<file path="config.mk">
export PLATFORM = sky130hd
export DESIGN_NAME = sdcmd_framer
export DESIGN_NICKNAME = d
export VERILOG_FILES = /design/src/rtl/sdf_pkg.sv /design/src/rtl/sdf_crc7.sv /design/src/rtl/sdf_ctrl.sv /design/src/rtl/sdf_txmux.sv /design/src/rtl/sdf_resp.sv /design/src/rtl/sdcmd_framer.sv
export SDC_FILE = /design/constraint.sdc
export NUM_CORES = 1
export LEC_CHECK = 0
export BUFFER_PORTS_ARGS = -buffer_cell sky130_fd_sc_hd__buf_2
export CAP_MARGIN = 20
export CORE_MARGIN = 4
export CORE_UTILIZATION = 59
export DETAILED_ROUTE_END_ITERATION = 8
export HOLD_SLACK_MARGIN = 0.02
export PLACE_DENSITY = 0.86
export SYNTH_ARGS = -nofsm -noshare
export SYNTH_HDL_FRONTEND = slang
export SYNTH_SLANG_ARGS = --single-unit
</file>
<file path="constraint.sdc">
create_clock -name clk -period 8.4 [get_ports clk]
set_input_delay 0.84 -clock clk [delete_from_list [all_inputs] [get_ports clk]]
set_output_delay 0.84 -clock clk [all_outputs]
set_load 0.03 [all_outputs]
</file>
<file path="src/rtl/sdf_pkg.sv">
package sdf_pkg;
  typedef enum logic [1:0] {
    ST_IDLE  = 2'd0,
    ST_ISSUE = 2'd1,
    ST_WAIT  = 2'd2
  } sdf_state_e;

  typedef enum logic [1:0] {
    PH_FRAME = 2'd0,
    PH_POLL  = 2'd1,
    PH_TRAIL = 2'd2
  } sdf_phase_e;

  localparam logic [7:0] FILL_BYTE = 8'hFF;

  function automatic int max3(input int a, input int b, input int c);
    int m;
    m = (a > b) ? a : b;
    return (m > c) ? m : c;
  endfunction
endpackage

</file>
<file path="src/rtl/sdf_crc7.sv">
module sdf_crc7 #(
  parameter int         DW   = 8,
  parameter logic [6:0] POLY = 7'h09
) (
  input  logic          clk,
  input  logic          rst_n,
  input  logic          clr,
  input  logic          upd,
  input  logic [DW-1:0] din,
  output logic [6:0]    crc
);
  logic [6:0] crc_q;
  logic [6:0] crc_d;

  always_comb begin
    logic fb;
    crc_d = crc_q;
    for (int i = DW - 1; i >= 0; i--) begin
      fb    = crc_d[6] ^ din[i];
      crc_d = {crc_d[5:0], 1'b0};
      if (fb) crc_d = crc_d ^ POLY;
    end
  end

  always_ff @(posedge clk or negedge rst_n) begin
    if (!rst_n)   crc_q <= '0;
    else if (clr) crc_q <= '0;
    else if (upd) crc_q <= crc_d;
  end

  assign crc = crc_q;
endmodule

</file>
<file path="src/rtl/sdf_ctrl.sv">
module sdf_ctrl
  import sdf_pkg::*;
#(
  parameter int FRAME_LEN = 7,
  parameter int POLL_MAX  = 8,
  parameter int TRAIL_LEN = 4,
  parameter int CW        = 3
) (
  input  logic          clk,
  input  logic          rst_n,
  input  logic          start,
  input  logic          trail_en,
  input  logic          tx_ready,
  input  logic          rx_valid,
  input  logic          rx_msb,
  output logic          busy,
  output logic          tx_valid,
  output sdf_phase_e    phase,
  output logic [CW-1:0] cnt,
  output logic          crc_upd,
  output logic          poll_take,
  output logic          poll_hit,
  output logic          trail_take,
  output logic          finish
);
  sdf_state_e    state_q, state_d;
  sdf_phase_e    phase_q, phase_d;
  logic [CW-1:0] cnt_q, cnt_d;
  logic          rx_take, frame_last, poll_last, trail_last;

  always_comb begin
    rx_take    = (state_q == ST_WAIT) && rx_valid;
    frame_last = (cnt_q == CW'(FRAME_LEN - 1));
    poll_last  = (cnt_q == CW'(POLL_MAX - 1));
    trail_last = (cnt_q == CW'(TRAIL_LEN - 1));
    poll_take  = rx_take && (phase_q == PH_POLL);
    poll_hit   = poll_take && (cnt_q != '0) && !rx_msb;
    trail_take = rx_take && (phase_q == PH_TRAIL);
    finish     = (poll_take && (poll_hit ? !trail_en : poll_last)) ||
                 (trail_take && trail_last);
    crc_upd    = (state_q == ST_ISSUE) && tx_ready && (phase_q == PH_FRAME) &&
                 (cnt_q >= CW'(1)) && (cnt_q <= CW'(FRAME_LEN - 2));
  end

  always_comb begin
    state_d = state_q;
    phase_d = phase_q;
    cnt_d   = cnt_q;
    unique case (state_q)
      ST_IDLE: begin
        if (start) begin
          state_d = ST_ISSUE;
          phase_d = PH_FRAME;
          cnt_d   = '0;
        end
      end
      ST_ISSUE: begin
        if (tx_ready) state_d = ST_WAIT;
      end
      ST_WAIT: begin
        if (rx_valid) begin
          state_d = ST_ISSUE;
          cnt_d   = cnt_q + CW'(1);
          unique case (phase_q)
            PH_FRAME: if (frame_last) begin
              phase_d = PH_POLL;
              cnt_d   = '0;
            end
            PH_POLL: if (poll_hit) begin
              phase_d = PH_TRAIL;
              cnt_d   = '0;
            end
            default: ;
          endcase
          if (finish) state_d = ST_IDLE;
        end
      end
      default: state_d = ST_IDLE;
    endcase
  end

  always_ff @(posedge clk or negedge rst_n) begin
    if (!rst_n) begin
      state_q <= ST_IDLE;
      phase_q <= PH_FRAME;
      cnt_q   <= '0;
    end else begin
      state_q <= state_d;
      phase_q <= phase_d;
      cnt_q   <= cnt_d;
    end
  end

  assign busy     = (state_q != ST_IDLE);
  assign tx_valid = (state_q == ST_ISSUE);
  assign phase    = phase_q;
  assign cnt      = cnt_q;
endmodule

</file>
<file path="src/rtl/sdf_txmux.sv">
module sdf_txmux
  import sdf_pkg::*;
#(
  parameter int IDX_W     = 6,
  parameter int ARG_W     = 32,
  parameter int FRAME_LEN = 7,
  parameter int CW        = 3
) (
  input  sdf_phase_e    phase,
  input  logic [CW-1:0] cnt,
  input  logic [IDX_W-1:0] idx,
  input  logic [ARG_W-1:0] arg,
  input  logic [6:0]    crc,
  output logic [7:0]    txd
);
  localparam int ARG_BYTES = ARG_W / 8;

  always_comb begin
    txd = FILL_BYTE;
    if (phase == PH_FRAME) begin
      if (cnt == CW'(1)) begin
        txd = 8'h40 | 8'(idx);
      end else if (cnt == CW'(FRAME_LEN - 1)) begin
        txd = {crc, 1'b1};
      end else begin
        for (int k = 0; k < ARG_BYTES; k++) begin
          if (cnt == CW'(k + 2)) txd = arg[ARG_W-1-8*k -: 8];
        end
      end
    end
  end
endmodule

</file>
<file path="src/rtl/sdf_resp.sv">
module sdf_resp #(
  parameter int TRAIL_LEN = 4
) (
  input  logic                   clk,
  input  logic                   rst_n,
  input  logic                   start,
  input  logic                   poll_take,
  input  logic                   poll_hit,
  input  logic                   trail_take,
  input  logic                   finish,
  input  logic [7:0]             rx_data,
  output logic                   rsp_valid,
  output logic [7:0]             rsp_r1,
  output logic [TRAIL_LEN*8-1:0] rsp_data,
  output logic                   rsp_timeout,
  output logic                   rsp_noresp,
  output logic                   rsp_crc_err,
  output logic                   rsp_cmd_err
);
  localparam int TW = TRAIL_LEN * 8;

  logic [7:0]    r1_q;
  logic [TW-1:0] data_q;
  logic          hit_q, done_q, valid_q;

  always_ff @(posedge clk or negedge rst_n) begin
    if (!rst_n) begin
      r1_q    <= '0;
      data_q  <= '0;
      hit_q   <= 1'b0;
      done_q  <= 1'b0;
      valid_q <= 1'b0;
    end else begin
      valid_q <= finish;
      if (start) begin
        r1_q   <= '0;
        data_q <= '0;
        hit_q  <= 1'b0;
        done_q <= 1'b0;
      end else begin
        if (poll_take)  r1_q   <= rx_data;
        if (poll_hit)   hit_q  <= 1'b1;
        if (trail_take) data_q <= {data_q[TW-9:0], rx_data};
        if (finish)     done_q <= 1'b1;
      end
    end
  end

  assign rsp_valid   = valid_q;
  assign rsp_r1      = r1_q;
  assign rsp_data    = data_q;
  assign rsp_timeout = done_q && !hit_q;
  assign rsp_noresp  = done_q && !hit_q && (r1_q == 8'hFF);
  assign rsp_crc_err = done_q && hit_q && r1_q[3];
  assign rsp_cmd_err = done_q && hit_q && (r1_q[7:1] != '0);
endmodule

</file>
<file path="src/rtl/sdcmd_framer.sv">
module sdcmd_framer
  import sdf_pkg::*;
#(
  parameter int IDX_W       = 6,
  parameter int ARG_W       = 32,
  parameter int POLL_MAX    = 8,
  parameter int TRAIL_LEN   = 4,
  parameter int TRAIL_CMD_A = 8,
  parameter int TRAIL_CMD_B = 58
) (
  input  logic                   clk,
  input  logic                   rst_n,
  input  logic                   cmd_valid,
  output logic                   cmd_ready,
  input  logic [IDX_W-1:0]       cmd_index,
  input  logic [ARG_W-1:0]       cmd_arg,
  output logic                   busy,
  output logic                   tx_valid,
  input  logic                   tx_ready,
  output logic [7:0]             tx_data,
  input  logic                   rx_valid,
  input  logic [7:0]             rx_data,
  output logic                   rsp_valid,
  output logic [7:0]             rsp_r1,
  output logic [TRAIL_LEN*8-1:0] rsp_data,
  output logic                   rsp_timeout,
  output logic                   rsp_noresp,
  output logic                   rsp_crc_err,
  output logic                   rsp_cmd_err
);
  localparam int FRAME_LEN = 2 + ARG_W / 8 + 1;
  localparam int CNT_MAX   = max3(FRAME_LEN, POLL_MAX, TRAIL_LEN);
  localparam int CW        = $clog2(CNT_MAX);

  logic [IDX_W-1:0] idx_q;
  logic [ARG_W-1:0] arg_q;
  logic             start, trail_en, crc_upd;
  logic             poll_take, poll_hit, trail_take, finish;
  logic [6:0]       crc;
  logic [CW-1:0]    cnt;
  sdf_phase_e       phase;

  assign cmd_ready = !busy;
  assign start     = cmd_valid && !busy;
  assign trail_en  = (idx_q == IDX_W'(TRAIL_CMD_A)) || (idx_q == IDX_W'(TRAIL_CMD_B));

  always_ff @(posedge clk or negedge rst_n) begin
    if (!rst_n) begin
      idx_q <= '0;
      arg_q <= '0;
    end else if (start) begin
      idx_q <= cmd_index;
      arg_q <= cmd_arg;
    end
  end

  sdf_ctrl #(
    .FRAME_LEN(FRAME_LEN), .POLL_MAX(POLL_MAX), .TRAIL_LEN(TRAIL_LEN), .CW(CW)
  ) u_ctrl (
    .clk(clk), .rst_n(rst_n), .start(start), .trail_en(trail_en),
    .tx_ready(tx_ready), .rx_valid(rx_valid), .rx_msb(rx_data[7]),
    .busy(busy), .tx_valid(tx_valid), .phase(phase), .cnt(cnt),
    .crc_upd(crc_upd), .poll_take(poll_take), .poll_hit(poll_hit),
    .trail_take(trail_take), .finish(finish)
  );

  sdf_crc7 #(.DW(8), .POLY(7'h09)) u_crc (
    .clk(clk), .rst_n(rst_n), .clr(start), .upd(crc_upd),
    .din(tx_data), .crc(crc)
  );

  sdf_txmux #(
    .IDX_W(IDX_W), .ARG_W(ARG_W), .FRAME_LEN(FRAME_LEN), .CW(CW)
  ) u_txmux (
    .phase(phase), .cnt(cnt), .idx(idx_q), .arg(arg_q), .crc(crc), .txd(tx_data)
  );

  sdf_resp #(.TRAIL_LEN(TRAIL_LEN)) u_resp (
    .clk(clk), .rst_n(rst_n), .start(start), .poll_take(poll_take),
    .poll_hit(poll_hit), .trail_take(trail_take), .finish(finish),
    .rx_data(rx_data), .rsp_valid(rsp_valid), .rsp_r1(rsp_r1),
    .rsp_data(rsp_data), .rsp_timeout(rsp_timeout), .rsp_noresp(rsp_noresp),
    .rsp_crc_err(rsp_crc_err), .rsp_cmd_err(rsp_cmd_err)
  );
endmodule

</file>
==> impl_metrics.yaml, run 1 <==
sta:
  holdWs_ns: 0.398
  tightest_slew_ns: 0.971
  maxSlewHeadroom: 0.350
  clock.fmax_ghz: 0.241
  hold_viol: 0
  rsz0062_at_grt: "false"
  slew_viol_final: 0
  period_needed_ns: 4.14
  finalSetupTns_ns: 0
  skew_ns: 0.0164
  fin_crit_sh: 0.493
  setup_viol: 0
die:
  ios: 107
  core-area_um2: 7890
  row_count: 32
  die_area_um2: 9790
  start_util: 0.619
  die_w_um: 99.0
  fp.dieH_um: 99.0
grt:
  grt_pass1_wl_mm: 21.2
  gr-total-overflow: 0
  grt_max_degree: 68
  grt_pass1_vias: 4206
  antenna_found_initial: 0
  grt_use_total: 0.267
cts:
  hold_buffers: 0
  cts-root-to-sink-buffers: 2
  cts_tree: "yes"
  cts.sink_count: 95
  ctsResizeCount: 0
  cts_max_level: 3
  clockRootBuffer: "clkbuf_8"
  cts_setup_buffers: 0
  clock_latency_ns: 0.36
  clk_pin_slew_ns: 0.10
  cts_buffers: 9
pwr:
  total_power_uw: 1670
  switching_power_uw: 702
  clkPwrFrac: 0.191
  peakVddDrop_mv: 0.172
  power.density_nw_per_um2: 295
  leakage_uw: 0.00299
  p_int_uw: 965
  comb_power_share: 0.411
  swShare: 0.421
  p_seq_frac: 0.398
detailed_routing:
  wl_mm: 12.7
  drcViolationCount: 0
  dr.pass1.iters: 5
  wl_met1_mm: 5.91
  wl_per_cell_um: 16.4
  vias: 4330
  wl_met3_um: 712
  wl_met2_mm: 5.90
  viasPerCell: 5.57
  ant_nets: 0
  top_signal_layer_used: "met4"
  first_iter_violations: 229
flow_run:
  max_cap_viol_count: 0
setup_path:
  critical_path.max_fanout: 21
  crit_type: "flip-flop to output port"
  max_stage_delay_ns: 0.72
  rr_startpoint: "u_ctrl.cnt[2]"
  cp-start-kind: "flip-flop"
  cpMaxStageDelayCell: "dfrtp_1"
  path_cells: "inv_1 > ha_1 > nor2b_1 > o32a_1 > o311a_1 > o21ai_0 > buf_2"
  endpoint_kind: "output port"
  critPathLaunch: "u_ctrl.cnt[2]"
  arrival_ns: 3.30
  required_ns: 7.56
final_layout:
  areaGrowthSynthToFinish_pct: 15.8
  diodes: 0
  drive_gt1_frac: 0.201
  finalNetCount: 729
synth:
  yosys.area_share.simple: 0.293
  syn_inst: 585
  ys.flop_type: "dfrtp_1"
  synthDistinctLibCells: 62
  synth_mux_area_frac: 0.0269
  synth_edf_count: 0
  synth_nets: 642
  synth_top_family_by_area: "simple AND/OR/NAND/NOR gates"
  yosysWarnings: 0
  synthArstFlopShare: 1.00
  synth-seq-cells: 95
  syn_area_um2: 4880
  synth_area_per_cell_um2: 8.35
  synth-xor-area-share: 0.0136
  synth-compound-area-share: 0.122
  synth_fa_ha_area_frac: 0.0154
  synth.yosys.seq_area_share: 0.487
placement:
  dpl.hpwl_mm: 9.04
  place.gp.congestion: 0.905
  port-buffer-count: 106
status:
  status: "completed"
min_path:
  holdCritPathClass: "primary input to async pin"
cells in the final DEF, fill, tap and decap left out, types with 3 or more instances in the layout:
master / count
buf_2: 105
o21ai_0: 26
inv_1: 13
nor2_1: 32
xnor2_1: 3
clkbuf_8: 10
ha_1: 6
dfrtp_1: 95
a211o_1: 4
nand3b_1: 5
nor2b_1: 9
nand2b_1: 8
or3_1: 4
buf_4: 6
nor4b_1: 3
a21o_1: 5
nor3b_1: 4
mux2i_1: 12
a21oi_1: 25
nor3_1: 5
nand3_1: 35
nand2_1: 199
a22o_1: 5
cell usage after synthesis (all sizes together), types with 3 or more instances:
| cell | n | area, um^2 |
|---|---|---|
| and2 | 3 | 21.3 |
| nand3b | 5 | 37.5 |
| a211o | 4 | 35.0 |
| nor3b | 6 | 45.0 |
| clkbuf | 22 | 82.6 |
| a22o | 5 | 43.8 |
| a21o | 5 | 37.5 |
| nand3 | 35 | 175 |
| nor4b | 3 | 26.3 |
| mux2i | 12 | 120 |
| nor2 | 32 | 120 |
| o21ai | 28 | 140 |
| a21oi | 25 | 125 |
| nor2b | 9 | 56.3 |
| inv | 13 | 48.8 |
| nor3 | 5 | 25.0 |
| dfrtp | 95 | 2380 |
| nand2b | 8 | 50.1 |
| buf | 14 | 72.6 |
| or3 | 4 | 25.0 |
| nand2 | 201 | 757 |
| ha | 6 | 75.1 |
| xnor2 | 3 | 26.3 |
through the flow:
stage          area (um^2)  setup WS (ns)   util  cells
2_1_floorplan         4880           5.04      -    585
3_3_place_gp          5430           4.80  0.689    761
3_5_place_dp          5430           4.70  0.689    761
4_1_cts               5640           4.28  0.714    776
5_1_grt               5650           3.96  0.717    778
6_report              5650           4.26  0.717    778
cell families after synthesis:
family | Yosys count
adders and majority gates | 6
muxes | 13
DFF | 95
AOI/OAI and AO/OA | 92
and+or+nand+nor | 324
xor gates and xnor gates | 6
buffers and inverters | 49
sequential cells by signal, indices dropped and copies added, names as in the netlist:
signal	cells
u_resp.done_q	1
u_resp.rsp_valid	1
idx_q	6
u_resp.rsp_data	32
arg_q	32
u_resp.rsp_r1	8
u_resp.hit_q	1
u_crc.crc	7
u_ctrl.cnt	3
u_ctrl.state_q	2
u_ctrl.phase	2
power by group through the flow:
stage / Clock, uW / Combinational, uW / Sequential, uW
after global placement: 0 / 656 / 660
final: 319 / 685 / 663
after detailed placement: 0 / 675 / 666
after floorplan: 0 / 524 / 628
after CTS: 320 / 682 / 657
after global routing: 341 / 762 / 673
worst paths after layout:
kind	depth (start not counted)	slack [ns]	end
worst max-delay path	7	4.26	tx_data[3]
worst min-delay path	1	0.40	arg_q[13]
worst max register to register	9	4.68	u_crc.crc[5]
worst min register to register	2	0.49	u_resp.rsp_data[28]
max in group asynchronous	2	6.87	idx_q[0]
min in group clk	2	0.49	u_resp.rsp_data[28]
metal layers:
| layer | up-vias | track usage |
|---|---|---|
| li1 | 2129 | - |
| met1 | 2048 | 0.395 |
| met2 | 137 | 0.412 |
| met3 | 16 | 0.0354 |
| met4 | 0 | 0.0819 |
| met5 | - | 0 |
area by class of cell:
class                      instances  area (um^2)
sequential                        95         2380
fill                             636         2230
multi-input combinational        441         2310
clock buffer                      10          138
timing repair buffer             112          582
clock inverter                     5         66.3
tap                              102          128
inverter                          13         48.8
critical path, delay by kind of cell, from the launching register on:
kind | cells | cell delay [ns]
adders and majority gates | 1 | 0.49
DFF | 1 | 0.72
buffers and inverters | 2 | 0.62
and+or+nand+nor | 1 | 0.22
AOI/OAI and AO/OA | 3 | 0.90
No activity file was read; power rests on OpenSTA's default activity.
==> run 2: changes to the inputs <==
--- a/config.mk
+++ b/config.mk
@@ -8,10 +8,10 @@
 export BUFFER_PORTS_ARGS = -buffer_cell sky130_fd_sc_hd__buf_2
 export CAP_MARGIN = 20
 export CORE_MARGIN = 4
-export CORE_UTILIZATION = 59
+export CORE_UTILIZATION = 49
 export DETAILED_ROUTE_END_ITERATION = 8
 export HOLD_SLACK_MARGIN = 0.02
-export PLACE_DENSITY = 0.86
+export PLACE_DENSITY = 0.76
 export SYNTH_ARGS = -nofsm -noshare
 export SYNTH_HDL_FRONTEND = slang
 export SYNTH_SLANG_ARGS = --single-unit
==> constraint.sdc (replaced) <==
create_clock -name clk -period 3.74 [get_ports clk]
set_input_delay 0.374 -clock clk [delete_from_list [all_inputs] [get_ports clk]]
set_output_delay 0.374 -clock clk [all_outputs]
set_load 0.03 [all_outputs]
==> run 2 against run 1 <==
  * Global-route usage is 4.7 points lower
  * Combinational power is 120% higher
  * Sequential share of layout area is 0.61 points lower
  * Sequential cell count stayed put
  * Critical path depth stayed put
  * Design area is 1.5% higher
  * Hold slack worse by 0.27 ns
  * Clock power is 120% higher
  * Clock skew is 0.0044 ns lower
  * Core utilization is 13 points lower
==> impl_metrics.yaml, run 2 (synthesis gave the netlist of run 1 again) <==
pwr:
  power.density_nw_per_um2: 652
  leakage_uw: 0.00301
  peakVddDrop_mv: 0.339
  total_power_uw: 3740
cts:
  cts_tree: "yes"
  clockRootBuffer: "clkbuf_8"
  cts_max_level: 3
  clock_latency_ns: 0.37
  cts.sink_count: 95
  cts_buffers: 9
  cts-root-to-sink-buffers: 2
  ctsResizeCount: 0
  cts_setup_buffers: 0
  hold_buffers: 0
  clk_pin_slew_ns: 0.10
detailed_routing:
  first_iter_violations: 331
  wl_met1_mm: 5.69
  wl_met3_um: 619
  dr.pass1.iters: 4
  ant_nets: 0
  drcViolationCount: 0
  wl_mm: 12.4
  viasPerCell: 5.35
  wl_met2_mm: 5.91
  top_signal_layer_used: "met4"
  vias: 4353
  wl_per_cell_um: 15.3
grt:
  grt_max_degree: 75
  grt_pass1_vias: 4164
  antenna_found_initial: 0
  gr-total-overflow: 0
  grt_pass1_wl_mm: 20.4
  grt_use_total: 0.221
setup_path:
  required_ns: 3.37
  cp_top_family: "compound AO/OA/AOI/OAI gates"
  crit_buf_inv: 1
  cpMaxStageDelayCell: "dfrtp_1"
  arrival_ns: 2.89
  endpoint_kind: "output port"
  cp_common_cell: "ha_1"
  crit_type: "flip-flop to output port"
  path_cells: "ha_1 > ha_1 > nor2b_1 > o32a_1 > o311a_1 > o21ai_0 > buf_2"
  cp-start-kind: "flip-flop"
  max_stage_delay_ns: 0.45
  critical_path.max_fanout: 16
final_layout:
  layout_common_cells: "nand2_1, buf_2, dfrtp_1"
  diodes: 0
  finalNetCount: 732
  areaGrowthSynthToFinish_pct: 17.5
  layout_commonest_cell: "nand2_1"
  fin_util: 0.590
  drive_gt1_frac: 0.206
sta:
  hold_viol: 0
  period_needed_ns: 3.27
  fin_crit_sh: 0.874
  clock.fmax_ghz: 0.306
  tightest_slew_ns: 0.916
  slew_viol_final: 0
  rsz0062_at_grt: "false"
  maxSlewHeadroom: 0.389
  finalSetupTns_ns: 0
  fin_ws_ns: 0.471
  skew_ns: 0.0121
  setup_viol: 0
placement:
  dpl.hpwl_mm: 9.04
  place.gp.congestion: 0.937
  port-buffer-count: 106
  pre_cts_slack_ns: 0.603
die:
  fp.dieH_um: 108
  row_count: 36
  die_w_um: 108
  die_area_um2: 11600
  core-area_um2: 9730
  start_util: 0.502
  ios: 107
flow_run:
  max_cap_viol_count: 0
status:
  status: "completed"
min_path:
  holdCritPathClass: "primary input to async pin"
[run 2: where the power goes]
part	switching (uW)	total (uW)	internal [uW]
Clock	381	717	336
Combinational	966	1540	577
Sequential	212	1480	1270
[run 2: layout make-up]
| cell class | count | area (um^2) |
|---|---|---|
| Fill cell | 913 | 3990 |
| Sequential cell | 95 | 2380 |
| Multi-Input combinational cell | 441 | 2310 |
| Timing Repair Buffer | 115 | 613 |
| Tap cell | 133 | 166 |
| Clock buffer | 10 | 138 |
| Clock inverter | 6 | 78.8 |
| Inverter | 13 | 48.8 |
[run 2: worst paths after layout]
check / startpoint / to / slack [ns] / depth (start not counted)
min in group clk: cmd_arg[3] / arg_q[3] / 0.19 / 3
setup reg to reg: u_ctrl.cnt[1] / u_crc.crc[5] / 0.54 / 9
setup / recovery: u_ctrl.cnt[0] / tx_data[3] / 0.47 / 7
max in group asynchronous: rst_n / arg_q[11] / 2.76 / 2
hold / removal: rst_n / u_resp.rsp_data[25] / 0.12 / 1
hold reg to reg: arg_q[8] / arg_q[8] / 0.49 / 2
[run 2: worst register-to-register path, stage by stage, from the launching register on]
cell	delay (ns)
dfrtp_1	0.44
inv_1	0.11
ha_1	0.46
and2b_1	0.39
nor2_1	0.19
a21boi_1	0.35
mux2_2	0.39
or3_1	0.35
and3_1	0.16
a311o_1	0.27
[run 2: metal layers]
metal,GRT usage,up-vias
met5,0,-
met2,0.339,136
met1,0.316,2068
met3,0.0348,19
met4,0.0821,0
li1,-,2130
[run 2: through the flow]
step / cell area (um^2) / cells / hold WS, ns
after floorplan: 4880 / 585 / 0.0784
after global placement: 5490 / 795 / 0.467
after detailed placement: 5510 / 796 / 0.468
after CTS: 5730 / 812 / 0.151
after global routing: 5740 / 813 / 0.177
final: 5740 / 813 / 0.124
==> run 3: changes to the inputs <==
--- a/config.mk
+++ b/config.mk
@@ -7,11 +7,13 @@
 export LEC_CHECK = 0
 export BUFFER_PORTS_ARGS = -buffer_cell sky130_fd_sc_hd__buf_2
 export CAP_MARGIN = 20
+export CELL_PAD_IN_SITES_DETAIL_PLACEMENT = 1
+export CELL_PAD_IN_SITES_GLOBAL_PLACEMENT = 2
 export CORE_MARGIN = 4
-export CORE_UTILIZATION = 49
+export CORE_UTILIZATION = 29
 export DETAILED_ROUTE_END_ITERATION = 8
 export HOLD_SLACK_MARGIN = 0.02
-export PLACE_DENSITY = 0.76
+export PLACE_DENSITY_LB_ADDON = 0.1
 export SYNTH_ARGS = -nofsm -noshare
 export SYNTH_HDL_FRONTEND = slang
 export SYNTH_SLANG_ARGS = --single-unit
==> run 3 against run 2 <==
  * Count of clock-buffer cells in the layout grew 1
  * Clock power grew 30%
  * Critical path depth grew 3
  * Sequential cell count is the same
  * Critical path type unchanged
  * Maximum frequency grew 2.8%
==> impl_metrics.yaml, run 3 (synthesis gave the netlist of run 1 again) <==
status:
  status: "completed"
min_path:
  worstHoldStart: "cmd_arg[27]"
  holdCritPathClass: "primary input to flip-flop"
  min_to: "arg_q[27]"
  worstHoldPathCells: 3
detailed_routing:
  wl_mm: 15.3
  drcViolationCount: 0
  first_iter_violations: 233
  wl_per_cell_um: 17.0
  ant_nets: 0
  viasPerCell: 4.87
  vias: 4407
  dr.pass1.iters: 4
cts:
  cts_max_level: 3
  cts_buffers: 9
  cts-root-to-sink-buffers: 2
  clockRootBuffer: "clkbuf_16"
  cts_setup_buffers: 0
  cts.sink_count: 95
  clock_latency_ns: 0.35
  clk_pin_slew_ns: 0.07
  cts_tree: "yes"
pwr:
  switching_power_uw: 1640
  p_int_uw: 2350
  comb_power_share: 0.395
  clkPwrFrac: 0.233
  p_seq_frac: 0.372
  leakage_uw: 0.00308
  power.density_nw_per_um2: 667
  swShare: 0.412
  peakVddDrop_mv: 0.299
final_layout:
  drive_gt1_frac: 0.210
  layout_commonest_cell: "nand2_1"
  fin_util: 0.362
  areaGrowthSynthToFinish_pct: 22.4
  finalNetCount: 737
  diodes: 0
  stdcell_area_um2: 5980
  layout_common_cells: "nand2_1, buf_2, dfrtp_1"
sta:
  setup_viol: 0
  period_needed_ns: 3.18
  rsz0062_at_grt: "false"
  hold_viol: 0
  maxSlewHeadroom: 0.387
  skew_ns: 0.00541
  tightest_slew_ns: 0.916
  clock.fmax_ghz: 0.314
  finalSetupTns_ns: 0
  fin_crit_sh: 0.850
  slew_viol_final: 0
grt:
  grt_pass1_vias: 4371
  gr-total-overflow: 0
  grt_max_degree: 79
  antenna_found_initial: 0
  grt_pass1_wl_mm: 24.1
  grt_use_total: 0.164
placement:
  place.gp.congestion: 0.811
  dpl.hpwl_mm: 10.9
  port-buffer-count: 106
  placed_area_um2: 5640
setup_path:
  endpoint_kind: "output port"
  critical_path.max_fanout: 13
  crit_type: "flip-flop to output port"
  arrival_ns: 2.81
  required_ns: 3.37
  cp-start-kind: "flip-flop"
  ff2ff_setup_slack_ns: 0.59
  rr_worst_depth: 9
  r2r-end: "u_crc.crc[5]"
  rr_startpoint: "u_ctrl.cnt[0]"
die:
  die_area_um2: 19000
  start_util: 0.295
  core-area_um2: 16500
  row_count: 47
  fp.dieH_um: 138
  ios: 107
  die_w_um: 138
flow_run:
  max_cap_viol_count: 0
[run 3: cell count changes in the layout (fill, tap and decap cells not counted), sizes merged]
cell	change
buf	+4
bufinv	-1
clkbuf	+1
clkinvlp	-2
dlygate4sd3	+1
inv	+2
[run 3: worst max-delay path, stage by stage (launching register included)]
cell      delay, ns
dfrtp_1        0.44
ha_1           0.25
ha_1           0.23
buf_4          0.20
nand2b_1       0.17
nor3_1         0.17
o32a_1         0.25
inv_1          0.07
a221oi_1       0.33
o21ai_0        0.12
buf_2          0.22
[run 3: stage by stage]
stage               power, uW  worst slack (ns)  hold WS, ns  instances
floorplan                2590             0.605       0.0784        585
global placement         3050             0.702        0.464        887
detailed placement       3090             0.596        0.462        887
CTS                      4040             0.534        0.197        903
global route             4280             0.351        0.210        905
finish                   3990             0.559        0.212        905
[run 3: metal layers]
layer,up-vias,GRT usage,wire (um)
met1,2153,0.251,7880
met4,0,0.0532,243
li1,2153,-,-
met5,-,0,0
met2,88,0.234,6670
met3,13,0.0248,560
[run 3: worst max path at each step]
stage | slack [ns] | endpoint | start | cells after the start
4_1_cts | 0.53 | tx_data[2] | u_ctrl.cnt[0] | 10
2_1_floorplan | 0.60 | u_crc.crc[3] | u_ctrl.cnt[2] | 12
3_5_place_dp | 0.60 | u_crc.crc[5] | u_ctrl.cnt[0] | 9
5_1_grt | 0.35 | u_crc.crc[5] | u_ctrl.cnt[0] | 9
6_report | 0.56 | tx_data[2] | u_ctrl.cnt[0] | 10
3_3_place_gp | 0.70 | u_crc.crc[5] | u_ctrl.cnt[0] | 9
[run 3: repair_timing]
item,in CTS,in global routing
hold buffers,0,1
endpoints found under the hold margin,0,16
resized for setup,0,0
[run 3: power by group through the flow]
stage               Combinational, uW  Clock (uW)  Sequential [uW]
floorplan                        1180           0             1410
global placement                 1540           0             1500
detailed placement               1580           0             1500
CTS                              1590         966             1490
global route                     1750        1010             1520
finish                           1570         931             1480
[run 3: area by class of cell]
cell class / count / area (um^2)
clock buffers: 11 / 253
flip-flops and latches: 95 / 2380
fillers: 1995 / 10500
inverters: 13 / 48.8
well taps: 220 / 275
clock inverters: 5 / 46.3
repair buffers: 120 / 661
multi-input cells: 441 / 2310
